===== src/rtl/t1_rx_pkg.sv =====
package t1_rx_pkg;

  typedef struct packed {
    logic chclk;
    logic chblk;
    logic fsync;
    logic sync;
  } rx_strobe_t;

  function automatic logic sig_frame(input int frame_idx, input int period);
    return ((frame_idx + 1) % period) == 0;
  endfunction

endpackage


===== src/rtl/t1_rx_poscnt.sv =====
module t1_rx_poscnt #(
  parameter int BITS_PER_CHAN = 8,
  parameter int CHANNELS      = 24,
  parameter int SF_FRAMES     = 12,
  parameter int ESF_FRAMES    = 24,
  localparam int BW = $clog2(BITS_PER_CHAN),
  localparam int CW = $clog2(CHANNELS),
  localparam int FW = $clog2(ESF_FRAMES)
) (
  input  logic          clk_i,
  input  logic          rst_i,
  input  logic          align_i,
  input  logic          esf_i,
  output logic          run_o,
  output logic          fbit_o,
  output logic [BW-1:0] bit_o,
  output logic [CW-1:0] chan_o,
  output logic [FW-1:0] frame_o
);

  localparam logic [BW-1:0] BIT_LAST = BW'(BITS_PER_CHAN - 1);
  localparam logic [CW-1:0] CH_LAST  = CW'(CHANNELS - 1);
  localparam logic [FW-1:0] SF_LAST  = FW'(SF_FRAMES - 1);
  localparam logic [FW-1:0] ESF_LAST = FW'(ESF_FRAMES - 1);

  logic          run_q, fbit_q;
  logic [BW-1:0] bit_q;
  logic [CW-1:0] chan_q;
  logic [FW-1:0] frame_q;
  logic [FW-1:0] frame_last;

  assign frame_last = esf_i ? ESF_LAST : SF_LAST;

  always_ff @(posedge clk_i) begin
    if (rst_i) begin
      run_q   <= 1'b0;
      fbit_q  <= 1'b1;
      bit_q   <= '0;
      chan_q  <= '0;
      frame_q <= '0;
    end else if (align_i) begin
      run_q   <= 1'b1;
      fbit_q  <= 1'b1;
      bit_q   <= '0;
      chan_q  <= '0;
      frame_q <= '0;
    end else if (run_q) begin
      if (fbit_q) begin
        fbit_q <= 1'b0;
        bit_q  <= '0;
        chan_q <= '0;
      end else if (bit_q == BIT_LAST) begin
        bit_q <= '0;
        if (chan_q == CH_LAST) begin
          chan_q  <= '0;
          fbit_q  <= 1'b1;
          frame_q <= (frame_q >= frame_last) ? '0 : frame_q + 1'b1;
        end else begin
          chan_q <= chan_q + 1'b1;
        end
      end else begin
        bit_q <= bit_q + 1'b1;
      end
    end
  end

  assign run_o   = run_q;
  assign fbit_o  = fbit_q;
  assign bit_o   = bit_q;
  assign chan_o  = chan_q;
  assign frame_o = frame_q;

  AST_ALIGN_LOAD: assert property (@(posedge clk_i) disable iff (rst_i)
    align_i |=> (run_q && fbit_q && frame_q == '0 && chan_q == '0 && bit_q == '0));

  AST_FRAME_END: assert property (@(posedge clk_i) disable iff (rst_i)
    (run_q && !align_i && !fbit_q && chan_q == CH_LAST && bit_q == BIT_LAST) |=> fbit_q);

  AST_FRAME_RANGE: assert property (@(posedge clk_i) disable iff (rst_i)
    frame_q <= ESF_LAST);

  AST_FBIT_NO_REPEAT: assert property (@(posedge clk_i) disable iff (rst_i)
    (run_q && fbit_q && !align_i) |=> !fbit_q);

endmodule


===== src/rtl/t1_rx_chstrobe.sv =====
module t1_rx_chstrobe #(
  parameter int BITS_PER_CHAN = 8,
  parameter int CHANNELS      = 24,
  localparam int BW = $clog2(BITS_PER_CHAN),
  localparam int CW = $clog2(CHANNELS),
  localparam int GW = $clog2(BITS_PER_CHAN + 2) + 1
) (
  input  logic                clk_i,
  input  logic                rst_i,
  input  logic                align_i,
  input  logic                run_i,
  input  logic                fbit_i,
  input  logic [BW-1:0]       bit_i,
  input  logic [CW-1:0]       chan_i,
  input  logic [CHANNELS-1:0] mask_i,
  output logic                chclk_o,
  output logic                chblk_o
);

  localparam logic [BW-1:0] BIT_LAST = BW'(BITS_PER_CHAN - 1);
  localparam logic [GW-1:0] GAP_MAX  = '1;

  logic in_chan;
  logic sel;

  assign in_chan = run_i && !fbit_i;

  always_comb begin
    sel = 1'b0;
    for (int n = 0; n < CHANNELS; n++) begin
      if (chan_i == CW'(n)) sel = mask_i[n];
    end
  end

  assign chclk_o = in_chan && (bit_i == BIT_LAST);
  assign chblk_o = in_chan && sel;

  // spacing monitor for the channel clock
  logic [GW-1:0] gap_q;
  logic          seen_q;

  always_ff @(posedge clk_i) begin
    if (rst_i || align_i || !run_i) begin
      gap_q  <= '0;
      seen_q <= 1'b0;
    end else if (chclk_o) begin
      gap_q  <= '0;
      seen_q <= 1'b1;
    end else if (gap_q != GAP_MAX) begin
      gap_q <= gap_q + 1'b1;
    end
  end

  AST_CHCLK_GAP: assert property (@(posedge clk_i) disable iff (rst_i)
    (chclk_o && seen_q) |-> (gap_q == GW'(BITS_PER_CHAN - 1) || gap_q == GW'(BITS_PER_CHAN)));

  AST_FBIT_QUIET: assert property (@(posedge clk_i) disable iff (rst_i)
    fbit_i |-> (!chclk_o && !chblk_o));

endmodule


===== src/rtl/t1_rx_syncgen.sv =====
module t1_rx_syncgen
  import t1_rx_pkg::*;
#(
  parameter int BITS_PER_CHAN = 8,
  parameter int CHANNELS      = 24,
  parameter int ESF_FRAMES    = 24,
  parameter int SIG_PERIOD    = 6,
  localparam int BW = $clog2(BITS_PER_CHAN),
  localparam int CW = $clog2(CHANNELS),
  localparam int FW = $clog2(ESF_FRAMES)
) (
  input  logic          clk_i,
  input  logic          rst_i,
  input  logic          run_i,
  input  logic          fbit_i,
  input  logic [BW-1:0] bit_i,
  input  logic [CW-1:0] chan_i,
  input  logic [FW-1:0] frame_i,
  input  logic          msync_sel_i,
  input  logic          dbl_sig_i,
  output logic          fsync_o,
  output logic          sync_o
);

  logic on_fbit, first_slot, is_sig, tail;

  assign on_fbit    = run_i && fbit_i;
  assign first_slot = run_i && !fbit_i && chan_i == '0 && bit_i == '0;
  assign is_sig     = sig_frame(int'(frame_i), SIG_PERIOD);
  assign tail       = !msync_sel_i && dbl_sig_i && first_slot && is_sig;

  assign fsync_o = on_fbit;
  assign sync_o  = msync_sel_i ? (on_fbit && frame_i == '0) : (on_fbit || tail);

  AST_MSYNC_PLACE: assert property (@(posedge clk_i) disable iff (rst_i)
    (msync_sel_i && sync_o) |-> (fsync_o && frame_i == '0));

  AST_FSYNC_IN_SYNC: assert property (@(posedge clk_i) disable iff (rst_i)
    (!msync_sel_i && fsync_o) |-> sync_o);

  AST_DBL_TAIL: assert property (@(posedge clk_i) disable iff (rst_i)
    (sync_o && !fsync_o) |-> (dbl_sig_i && !msync_sel_i && is_sig));

endmodule


===== src/rtl/t1_rx_timing.sv =====
module t1_rx_timing
  import t1_rx_pkg::*;
#(
  parameter int BITS_PER_CHAN = 8,
  parameter int CHANNELS      = 24,
  parameter int SF_FRAMES     = 12,
  parameter int ESF_FRAMES    = 24,
  parameter int SIG_PERIOD    = 6
) (
  input  logic                                 clk_i,
  input  logic                                 rst_i,
  input  logic                                 align_i,
  input  logic [CHANNELS-1:0]                  blk_mask_i,
  input  logic                                 msync_sel_i,
  input  logic                                 dbl_sig_i,
  input  logic                                 esf_i,
  output logic                                 chclk_o,
  output logic                                 chblk_o,
  output logic                                 fsync_o,
  output logic                                 sync_o,
  output logic                                 fbit_o,
  output logic [$clog2(BITS_PER_CHAN)-1:0]     bit_o,
  output logic [$clog2(CHANNELS)-1:0]          chan_o,
  output logic [$clog2(ESF_FRAMES)-1:0]        frame_o
);

  localparam int BW = $clog2(BITS_PER_CHAN);
  localparam int CW = $clog2(CHANNELS);
  localparam int FW = $clog2(ESF_FRAMES);

  logic          run, fbit;
  logic [BW-1:0] bitp;
  logic [CW-1:0] chan;
  logic [FW-1:0] frame;
  rx_strobe_t    stb;

  t1_rx_poscnt #(
    .BITS_PER_CHAN(BITS_PER_CHAN), .CHANNELS(CHANNELS),
    .SF_FRAMES(SF_FRAMES), .ESF_FRAMES(ESF_FRAMES)
  ) u_pos (
    .clk_i(clk_i), .rst_i(rst_i), .align_i(align_i), .esf_i(esf_i),
    .run_o(run), .fbit_o(fbit), .bit_o(bitp), .chan_o(chan), .frame_o(frame)
  );

  t1_rx_chstrobe #(
    .BITS_PER_CHAN(BITS_PER_CHAN), .CHANNELS(CHANNELS)
  ) u_chs (
    .clk_i(clk_i), .rst_i(rst_i), .align_i(align_i), .run_i(run),
    .fbit_i(fbit), .bit_i(bitp), .chan_i(chan), .mask_i(blk_mask_i),
    .chclk_o(stb.chclk), .chblk_o(stb.chblk)
  );

  t1_rx_syncgen #(
    .BITS_PER_CHAN(BITS_PER_CHAN), .CHANNELS(CHANNELS),
    .ESF_FRAMES(ESF_FRAMES), .SIG_PERIOD(SIG_PERIOD)
  ) u_syn (
    .clk_i(clk_i), .rst_i(rst_i), .run_i(run), .fbit_i(fbit),
    .bit_i(bitp), .chan_i(chan), .frame_i(frame),
    .msync_sel_i(msync_sel_i), .dbl_sig_i(dbl_sig_i),
    .fsync_o(stb.fsync), .sync_o(stb.sync)
  );

  assign chclk_o = stb.chclk;
  assign chblk_o = stb.chblk;
  assign fsync_o = stb.fsync;
  assign sync_o  = stb.sync;
  assign fbit_o  = run && fbit;
  assign bit_o   = run ? bitp  : '0;
  assign chan_o  = run ? chan  : '0;
  assign frame_o = run ? frame : '0;

  AST_IDLE_QUIET: assert property (@(posedge clk_i) disable iff (rst_i)
    !run |-> !(chclk_o || chblk_o || fsync_o || sync_o || fbit_o));

  AST_FSYNC_SINGLE: assert property (@(posedge clk_i) disable iff (rst_i)
    (fsync_o && !align_i) |=> !fsync_o);

  AST_CHCLK_LSB: assert property (@(posedge clk_i) disable iff (rst_i)
    chclk_o |-> (bit_o == BW'(BITS_PER_CHAN - 1) && !fbit_o));

endmodule


===== config.mk =====
export PLATFORM = sky130hd
export DESIGN_NAME = t1_rx_timing
export DESIGN_NICKNAME = d
export VERILOG_FILES = /design/src/rtl/t1_rx_pkg.sv /design/src/rtl/t1_rx_poscnt.sv /design/src/rtl/t1_rx_chstrobe.sv /design/src/rtl/t1_rx_syncgen.sv /design/src/rtl/t1_rx_timing.sv
export SDC_FILE = /design/constraint.sdc
export NUM_CORES = 1
export LEC_CHECK = 0
export BUFFER_PORTS_ARGS = -buffer_cell sky130_fd_sc_hd__buf_2
export CAP_MARGIN = 0
export CORE_MARGIN = 8
export CORE_UTILIZATION = 40
export CTS_CLUSTER_DIAMETER = 150
export DETAILED_ROUTE_END_ITERATION = 12
export PLACE_DENSITY = 0.74
export SYNTH_ARGS = -nofsm -noshare
export SYNTH_HDL_FRONTEND = slang
export SYNTH_SLANG_ARGS = --single-unit

===== constraint.sdc =====
create_clock -name clk_i -period 6.3 [get_ports clk_i]
set_input_delay 0.315 -clock clk_i [delete_from_list [all_inputs] [get_ports clk_i]]
set_output_delay 0.315 -clock clk_i [all_outputs]
set_load 0.005 [all_outputs]

==> results of run 1 <==
==> layout make-up <==
cell class | instances | area [um^2]
clock buffers | 4 | 45.0
fillers | 450 | 2320
inverters | 19 | 71.3
multi-input cells | 200 | 1380
flip-flops and latches | 15 | 300
well taps | 52 | 65.1
repair buffers | 47 | 235
==> how the worst max path moves through the flow <==
stage	from	endpoint	slack, ps	cells past startpoint
detailed placement	u_pos.frame_o[0]$_SDFFE_PP0P_	sync_o	2080	15
floorplan	u_pos.frame_o[0]$_SDFFE_PP0P_	sync_o	2790	15
global route	u_pos.frame_o[0]$_SDFFE_PP0P_	sync_o	1410	15
CTS	u_pos.frame_o[0]$_SDFFE_PP0P_	sync_o	1810	15
finish	u_pos.frame_o[0]$_SDFFE_PP0P_	sync_o	1780	15
global placement	u_pos.frame_o[0]$_SDFFE_PP0P_	sync_o	2160	15
==> layer usage <==
layer	vias up	wire length, um	global-route usage
li1	986	-	-
met1	872	2250	0.171
met2	46	2360	0.226
met3	4	283	0.0352
met4	0	39	0.0267
met5	-	0	0
==> power by group through the flow <==
stage,Combinational [W],Clock [W],Sequential [W]
after floorplan,0.0000113,0,0.0000989
after global placement,0.0000240,0,0.0000997
after detailed placement,0.0000241,0,0.0000996
after CTS,0.0000241,0.0000802,0.0000976
after global routing,0.0000267,0.0000846,0.0000978
final,0.0000241,0.0000781,0.0000977
==> registers in the layout (all words and copies together), names as in the netlist <==
| name | flops |
|---|---|
| u_pos.run_o | 1 |
| u_pos.fbit_o | 1 |
| u_pos.frame_o | 5 |
| u_pos.bit_o | 3 |
| u_pos.chan_o | 5 |
==> through the flow <==
stage / setup slack (ps) / cell area, um^2 / hold WS [ps] / utilization
after floorplan: 2790 / 1850 / 387 / -
after global placement: 2160 / 2050 / 477 / 0.465
after detailed placement: 2080 / 2050 / 486 / 0.465
after CTS: 1810 / 2100 / 229 / 0.475
after global routing: 1410 / 2100 / 240 / 0.475
final: 1780 / 2100 / 234 / 0.475
==> synthesized netlist by cell type, types with 2 or more instances <==
cell and n:
nand2b_1 5, nand4_1 4, a21o_1 5, nor4_1 2, a211o_1 2, nand3b_1 3, o21bai_1 2, a22o_1 2
inv_1 17, clkbuf_1 6, and3_1 3, nor3b_1 2, a22oi_1 3, mux2i_1 3, inv_2 2, and2_1 3
o311ai_0 3, o21ai_1 4, buf_6 3, nor2b_1 7, buf_4 2, ha_1 16, a221oi_1 2, and3b_1 2
a21oi_1 21, nand3_1 5, dfxtp_1 15, buf_2 5, o22ai_1 2, or2_2 2, nor3_1 4, nand2_1 15
o221ai_1 2, nor2_1 29, nand4b_1 5, o21ai_0 12
==> cell families after synthesis <==
family / share of synthesized area
xor+xnor: 0.0135
simple gates: 0.305
fa+ha+maj: 0.108
mux: 0.0162
compound gates: 0.302
buf+inv: 0.0926
flops: 0.162
==> critical path, stage by stage, from the launching register on <==
cell and delay [ps]:
dfxtp_1 560, ha_1 510, nand3_1 210, xnor2_1 180
ha_1 290, or4b_1 470, a21oi_1 240, nor2_2 100
nand2_1 80, o21ai_0 80, ha_1 210, o21ai_1 80
a221oi_1 90, or4_1 520, a22oi_1 190, buf_2 140
==> impl_metrics.csv, run 1 <==
group,metric,value,unit
timing,layout_min_cycle_time,4520,ps
worst_setup_path,worst_ep_arrival_time,4200,ps
cells_and_area,final_cells,337,
grt,grt_max_degree,20,
die,die_w,84.0,um
die,rows,24,
worst_setup_path,critPathMaxFanout,13,
cells_and_area,layout_commonest_cell,"buf_2",
grt,grt_pass1_wl,8.47,mm
routing,routedWlPerCell,14.6,um
clocking,cts_htree_levels,1,
clocking,clock-sinks,15,
timing,tns,0,ps
flow_run,maxCapViolCount,0,
clocking,clockRootBuffer,"clkbuf_8",
cells_and_area,final_cell_mix,"47 x buf_2, 29 x nor2_1, 21 x a21oi_1",
routing,drt_iter0_drc,215,
die,die_y,84.0,um
clocking,ctsHoldBuffers,0,
power,sw_frac_of_total,0.241,
place,dp_hpwl,3.80,mm
worst_setup_path,worstSetupPathType,"flop to output port",
synth,synthTopCellsByArea,"dfxtp_1 16%, ha_1 11%, nor2_1 5.9%",
worst_setup_path,worstReg2RegEnd,"u_pos.frame_o[3]$_SDFFE_PP0P_",
routing,first_pass_iters,4,
place,gp_congestion,0.871,
routing,drc,0,
clocking,cts_tree,"done",
cells_and_area,n_antenna_cell,0,
power,power,0.000200,W
synth,ys.flop_type,"dfxtp_1",
synth,yosysTopAreaCell,"dfxtp_1",
power,leakage,0.954,nW
die,core_area,0.00441,mm^2
synth,yosysUniqueCellTypes,67,
clocking,path_clk_slew,60,ps
synth,synth-seq-cells,15,
synth,synth_top_area_frac,0.162,
grt,antenna_found_initial,0,
synth,syn_area,0.00185,mm^2
timing,max_freq,221,MHz
cells_and_area,syn2layout_area_growth,13.2,%
min_path,min_to,"u_pos.run_o$_SDFFE_PP0P_",
power,ir_worst_vdd,0.124,mV
worst_setup_path,timing.rr.start,"u_pos.frame_o[0]$_SDFFE_PP0P_",
power,clock_power_share,0.391,
min_path,hold_path_depth,2,
routing,final_antenna_net_count,0,
power,p_comb_frac,0.121,
clocking,numCtsBuffers,3,
clocking,worstSkewPairLatency,250,ps
grt,grt_util_all_layers,0.136,
worst_setup_path,required,5980,ps
worst_setup_path,regToRegSetupSlack,3910,ps
cells_and_area,final_nets,332,
grt,grt_overflow,0,
clocking,cts_setup_buffers,0,
cells_and_area,final_layout_size_suffix_gt1_frac,0.232,
worst_setup_path,cp-end-kind,"output port",
synth,synth_edf_count,0,
timing,drv_slew,0,
timing,setup_viol,0,
power,cellPowerDensity,95.3,mW/mm^2
worst_setup_path,startpoint_type,"flop",
die,initial_utilization,0.420,
synth,syn_nets,297,
die,die_area,0.00706,mm^2
timing,skew,2.56,ps
min_path,hp-class,"primary input to flop",
synth,syn_area_per_cell,7.38,um^2
place,placement.io_buffers,47,
timing,relSlewSlack,0.586,
power,p_sw,0.0000483,W
synth,async_reset_ff_frac,0,
timing,grt_setup_unrepaired,"false",
routing,wl,4.93,mm
routing,routed_via_density,5.66,
grt,first_global_vias,1817,
synth,ys_seq_area_frac,0.162,
clocking,cts_resized,0,
timing,finalCritPeriodShare,0.717,
timing,tightest_slew,620,ps
power,sequentialPowerShare,0.489,
power,p_int,0.000152,W
synth,yosysWarningCount,0,
min_path,hold_start,"rst_i",
timing,hold_viol_final,0,
routing,num_vias,1908,
clocking,clockBufferDepth,2,
worst_setup_path,reg2reg_depth,7,
synth,synthCells,251,
status,status,"completed",
place,place_inst,333,
die,ios,48,
Note: power is estimated with default switching activity, not from simulation.
==> run 2: changes to the inputs <==
- ABC_AREA: not set -> 1
- PLACE_DENSITY: 0.74 -> 0.77
- clock period: 6.3 -> 4 ns (I/O delays scaled with it)
==> impl_metrics.csv, run 2 <==
group,metric,value,unit
status,status,"completed",
synth,synth-seq-cells,15,
worst_setup_path,cp.buffers_inverters,2,
place,dp_hpwl,3.64,mm
power,p_comb_frac,0.116,
worst_setup_path,slowest_delay,390,ps
worst_setup_path,critPathMaxFanout,5,
worst_setup_path,critPathMostFrequentCell,"ha_1",
synth,yosysUniqueCellTypes,34,
synth,synth_compound_area_frac,0.176,
synth,synth_top_area_frac,0.170,
cells_and_area,final_area,0.00208,mm^2
power,power,0.000315,W
timing,setup_viol,0,
clocking,numCtsBuffers,3,
clocking,clockBufferDepth,2,
timing,layout_min_cycle_time,3320,ps
synth,yosys.area_share.simple,0.329,
synth,synth_most_common_cell,"inv_1",
worst_setup_path,required,3800,ps
clocking,cts_setup_buffers,0,
synth,ys_seq_area_frac,0.170,
timing,finalCritPeriodShare,0.831,
clocking,ctsHoldBuffers,0,
worst_setup_path,worstPathCellList,"ha_1 -> nand3_2 -> xor2_2 -> ha_1 -> o21ai_1 -> nand2_1 -> nor2_2 -> a31oi_1 -> nand3_1 -> inv_2 -> nor2_4 -> ha_1 -> nor2_1 -> o21ai_0 -> a21oi_1 -> a21oi_1 -> o21ai_1 -> buf_2",
routing,drt_iter0_drc,86,
routing,num_vias,1949,
synth,syn_area_per_cell,5.86,um^2
synth,syn_area,0.00176,mm^2
cells_and_area,final_nets,393,
clocking,cts_tree,"done",
synth,synthTopCellsByArea,"dfxtp_1 17%, inv_1 16%, nand2_1 14%",
routing,routed_via_density,4.90,
die,core_area,0.00429,mm^2
routing,wl,4.40,mm
timing,tightest_slew,612,ps
synth,synthCells,301,
worst_setup_path,worstSetupPathType,"flop to output port",
cells_and_area,syn2layout_area_growth,18.0,%
grt,grt_util_all_layers,0.131,
power,sequentialPowerShare,0.491,
grt,grt_pass1_wl,7.34,mm
clocking,clock-sinks,15,
cells_and_area,n_antenna_cell,0,
cells_and_area,final_layout_size_suffix_gt1_frac,0.199,
timing,tns,0,ps
synth,yosysTopAreaCell,"dfxtp_1",
die,die_area,0.00679,mm^2
timing,skew,4.25,ps
place,gp_congestion,0.845,
synth,synth_edf_count,0,
routing,routedWlPerCell,11.1,um
synth,synthXorXnorAreaFrac,0.0241,
timing,max_freq,301,MHz
synth,synthTopCellsByCount,"77 x inv_1, 68 x nand2_1, 25 x nand3_1",
worst_setup_path,worst_ep_arrival_time,3120,ps
flow_run,maxCapViolCount,0,
grt,first_global_vias,1746,
clocking,cts_resized,0,
power,ir_worst_vdd,0.142,mV
power,leakage,1.15,nW
routing,first_pass_iters,5,
synth,muxShareOfSynthArea,0,
clocking,worstSkewPairLatency,250,ps
cells_and_area,seq_area,300,um^2
timing,hold_viol_final,0,
grt,grt_max_degree,18,
grt,grt_overflow,0,
die,rows,24,
die,die_w,82.4,um
power,clock_power_share,0.394,
routing,drc,0,
power,sw_frac_of_total,0.248,
timing,grt_setup_unrepaired,"false",
die,die_y,82.4,um
worst_setup_path,cp-end-kind,"output port",
clocking,path_clk_slew,70,ps
die,ios,48,
place,placement.io_buffers,47,
cells_and_area,n_fill_cell,444,
clocking,clockRootBuffer,"clkbuf_8",
power,p_int,0.000237,W
place,placed_cell_area,0.00204,mm^2
worst_setup_path,crit_family,"adder cells",
synth,yosysWarningCount,0,
clocking,cts_htree_levels,1,
synth,syn_nets,347,
worst_setup_path,startpoint_type,"flop",
timing,drv_slew,0,
cells_and_area,final_cell_mix,"77 x inv_1, 68 x nand2_1, 47 x buf_2",
cells_and_area,layout_commonest_cell,"inv_1",
synth,synth_top_family_by_area,"simple AND/OR/NAND/NOR gates",
power,p_sw,0.0000783,W
synth,ys.flop_type,"dfxtp_1",
cells_and_area,multi_input_area,0.00113,mm^2
worst_setup_path,critPathSlowestCell,"dfxtp_1",
synth,async_reset_ff_frac,0,
min_path,hp-class,"primary input to flop",
synth,synth_fa_ha_area_frac,0.113,
routing,final_antenna_net_count,0,
power,cellPowerDensity,152,mW/mm^2
die,initial_utilization,0.411,
grt,antenna_found_initial,0,
timing,relSlewSlack,0.591,
[run 2: cell count changes in the layout (fill, tap and decap cells not counted), sizes merged, moves of 7 or more]
cell   delta
nor2b     -7
nor2      -9
inv      +60
o21ai     +8
nand2    +58
a21oi     -9
nand3    +20
[run 2: area by class of cell]
cell class	count	area share
Timing Repair Buffer	47	0.113
Inverter	80	0.145
Multi-Input combinational cell	200	0.544
Sequential cell	15	0.144
Tap cell	52	0.0312
Clock inverter	1	0.00240
Clock buffer	3	0.0198
[run 2: logic make-up after synthesis]
family | after synthesis
buffers and inverters | 86
adder cells (fa/ha/maj) | 16
AND/OR/NAND/NOR | 128
flip-flops | 15
XOR/XNOR | 4
AO/OA/AOI/OAI | 52
[run 2: path summary, 6_finish.rpt]
check | start | slack, ps | to | cells past startpoint
setup / recovery | u_pos.frame_o[0]$_SDFFE_PP0P_ | 680 | sync_o | 18
hold / removal | rst_i | 110 | u_pos.run_o$_SDFFE_PP0P_ | 2
setup reg to reg | u_pos.run_o$_SDFFE_PP0P_ | 1670 | u_pos.frame_o[3]$_SDFFE_PP0P_ | 8
hold reg to reg | u_pos.fbit_o$_SDFFE_PP1P_ | 510 | u_pos.fbit_o$_SDFFE_PP1P_ | 2
[run 2: power by group through the flow]
| stage | clock network (W) | registers, W | logic [W] |
|---|---|---|---|
| after CTS | 0.000125 | 0.000155 | 0.0000365 |
| after global routing | 0.000134 | 0.000155 | 0.0000423 |
| after detailed placement | 0 | 0.000158 | 0.0000362 |
| final | 0.000124 | 0.000155 | 0.0000365 |
| after global placement | 0 | 0.000158 | 0.0000359 |
| after floorplan | 0 | 0.000155 | 0.0000195 |
[run 2: worst reg2reg max path: cells and delay by family (launching register included)]
kind / cells / cell delay [ps]
buf+inv: 3 / 400
compound gates: 1 / 270
simple gates: 4 / 860
flops: 1 / 710
[run 2: through the flow]
step	util	worst slack, ps	hold slack [ps]	cells
finish	0.485	677	112	398
global route	0.485	281	125	398
CTS	0.485	654	113	398
detailed placement	0.474	941	374	394
global placement	0.474	993	374	394
floorplan	-	1220	272	301
[run 2: metal layers]
layer  global-route usage  part of all wire  up-vias
met5                    0                 0        -
met4               0.0316             0.013        0
met3               0.0152             0.069        7
met2                0.217              0.45       59
met1                0.176              0.47      853
li1                     -                 -     1030
==> run 3: changes to the inputs <==
- clock period: 4 -> 2.7 ns (I/O delays scaled with it)
==> impl_metrics.csv, run 3 (synthesis gave the netlist of run 2 again) <==
group,metric,value,unit
status,status,"finished with violations",
status,violations,"setup timing",
clocking,path_clk_slew,60,ps
timing,tightest_slew,518,ps
timing,hold_ws,45.7,ps
grt,first_global_vias,2002,
cells_and_area,final_nets,422,
worst_setup_path,cp.buffers_inverters,2,
clocking,ctsHoldBuffers,0,
power,p_sw,0.000118,W
power,leakage,1.32,nW
worst_setup_path,critPathSlowestCell,"dfxtp_4",
clocking,clockRootBuffer,"clkbuf_8",
min_path,hold_path_depth,2,
routing,drc,0,
clocking,clockBufferDepth,2,
routing,routed_via_density,4.97,
worst_setup_path,slowest_delay,370,ps
die,ios,48,
timing,max_freq,336,MHz
worst_setup_path,cp-end-kind,"output port",
timing,finalCritPeriodShare,1.10,
power,p_int,0.000353,W
cells_and_area,final_cell_mix,"72 x inv_1, 63 x nand2_1, 47 x buf_2",
power,p_comb_frac,0.131,
grt,grt_max_degree,17,
power,clock_power_share,0.398,
clocking,numCtsBuffers,3,
place,gp_congestion,0.867,
worst_setup_path,worstSetupPathType,"flop to output port",
routing,wl,5.30,mm
timing,layout_min_cycle_time,2980,ps
worst_setup_path,critPathMaxFanout,3,
die,die_w,82.4,um
cells_and_area,n_antenna_cell,0,
timing,hold_viol_final,0,
grt,grt_util_all_layers,0.155,
worst_setup_path,required,2570,ps
cells_and_area,layout_commonest_cell,"inv_1",
timing,relSlewSlack,0.651,
worst_setup_path,startpoint_type,"flop",
timing,drv_slew,0,
cells_and_area,syn2layout_area_growth,42.0,%
place,place_inst,412,
routing,drt_iter0_drc,63,
worst_setup_path,crit_family,"adder cells",
die,die_y,82.4,um
die,initial_utilization,0.411,
power,sw_frac_of_total,0.251,
clocking,worstSkewPairLatency,250,ps
clocking,cts_htree_levels,1,
timing,skew,1.20,ps
die,core_area,0.00429,mm^2
grt,grt_pass1_wl,8.48,mm
power,power,0.000470,W
worst_setup_path,cp_num_cells,18,
routing,first_pass_iters,4,
grt,grt_overflow,0,
timing,final.setup.worst_slack,-277,ps
timing,grt_setup_unrepaired,"true",
timing,setup_viol,1,
clocking,clock-sinks,15,
grt,antenna_found_initial,0,
power,ir_worst_vdd,0.112,mV
die,die_area,0.00679,mm^2
place,dp_hpwl,3.90,mm
worst_setup_path,worstPathCellList,"ha_4 -> nand3_2 -> xor2_2 -> ha_1 -> o21ai_2 -> nand2_1 -> nor2_2 -> a31oi_2 -> nand3_2 -> inv_2 -> nor2_4 -> ha_4 -> nor2_1 -> o21ai_1 -> a21oi_1 -> a21oi_1 -> o21ai_1 -> buf_2",
cells_and_area,final_layout_size_suffix_gt1_frac,0.352,
die,rows,24,
worst_setup_path,worst_ep_arrival_time,2840,ps
min_path,hp-class,"primary input to flop",
clocking,cts_tree,"done",
cells_and_area,final_cells,427,
place,placement.io_buffers,47,
routing,num_vias,2123,
flow_run,maxCapViolCount,0,
routing,final_antenna_net_count,0,
worst_setup_path,reg2reg_depth,10,
power,cellPowerDensity,188,mW/mm^2
power,sequentialPowerShare,0.471,
routing,routedWlPerCell,12.4,um
==> run 3: cell types whose count changed in the layout (fill, tap and decap cells not counted), moves of 4 or more <==
cell / delta
buf_4: +25
dfxtp_1: -5
ha_1: -6
ha_4: +5
inv_1: -5
nand2_1: -5
nand2_2: +4
nand3_1: -5
nand3_2: +5
nor2_4: +4
==> run 3: power by group through the flow <==
stage               registers [W]   logic, W  clock network, W
global placement         0.000229  0.0000593                 0
global route             0.000222  0.0000704          0.000202
detailed placement       0.000230  0.0000593                 0
finish                   0.000222  0.0000616          0.000187
floorplan                0.000229  0.0000289                 0
CTS                      0.000225  0.0000600          0.000189
==> run 3: path summary, 6_finish.rpt <==
check                                start                             to  slack (ps)
max          u_pos.frame_o[1]$_SDFFE_PP0P_                         sync_o        -280
max reg2reg  u_pos.frame_o[1]$_SDFFE_PP0P_  u_pos.frame_o[4]$_SDFFE_PP0P_         810
min reg2reg    u_pos.bit_o[0]$_SDFFE_PP0P_    u_pos.bit_o[0]$_SDFFE_PP0P_         510
min                                  rst_i       u_pos.run_o$_SDFFE_PP0P_          50
==> run 3: cell type report <==
type,count,area [um^2]
Tap cell,52,65.1
Sequential cell,15,314
Clock buffer,4,45.0
Timing Repair Buffer,76,477
Multi-Input combinational cell,200,1300
Fill cell,413,1790
Inverter,80,307
==> run 3: metrics by stage <==
stage / setup WS (ps) / TNS [ps] / util / area, um^2
CTS: -287 / -287 / 0.545 / 2340
floorplan: 10.1 / 0 / - / 1770
global placement: 10.5 / 0 / 0.506 / 2170
detailed placement: -106 / -106 / 0.506 / 2170
finish: -277 / -277 / 0.583 / 2500
global route: -510 / -800 / 0.583 / 2500
==> run 3: metal layers <==
layer / track usage / vias up / routed length [um] / share of wire
met2: 0.284 / 51 / 2770 / 0.52
met1: 0.168 / 968 / 2070 / 0.39
li1: - / 1091 / - / -
met5: 0 / - / 0 / 0
met4: 0.0825 / 0 / 161 / 0.030
met3: 0.0195 / 13 / 298 / 0.056
==> run 3: worst reg2reg max path, stage by stage, from the launching register on <==
cell	delay, ps
dfxtp_4	360
ha_4	160
buf_4	120
buf_4	120
o21ai_0	140
inv_1	50
o21ai_0	130
inv_1	50
o21ai_0	210
nand3_1	190
o32ai_1	270
==> run 3: what timing repair did <==
item / CTS / global route
buffers inserted: 7 / 4
endpoints found under the setup margin: 2 / 2
pin swaps: 10 / 12
gates cloned: 0 / 0
gates resized for setup: 19 / 33
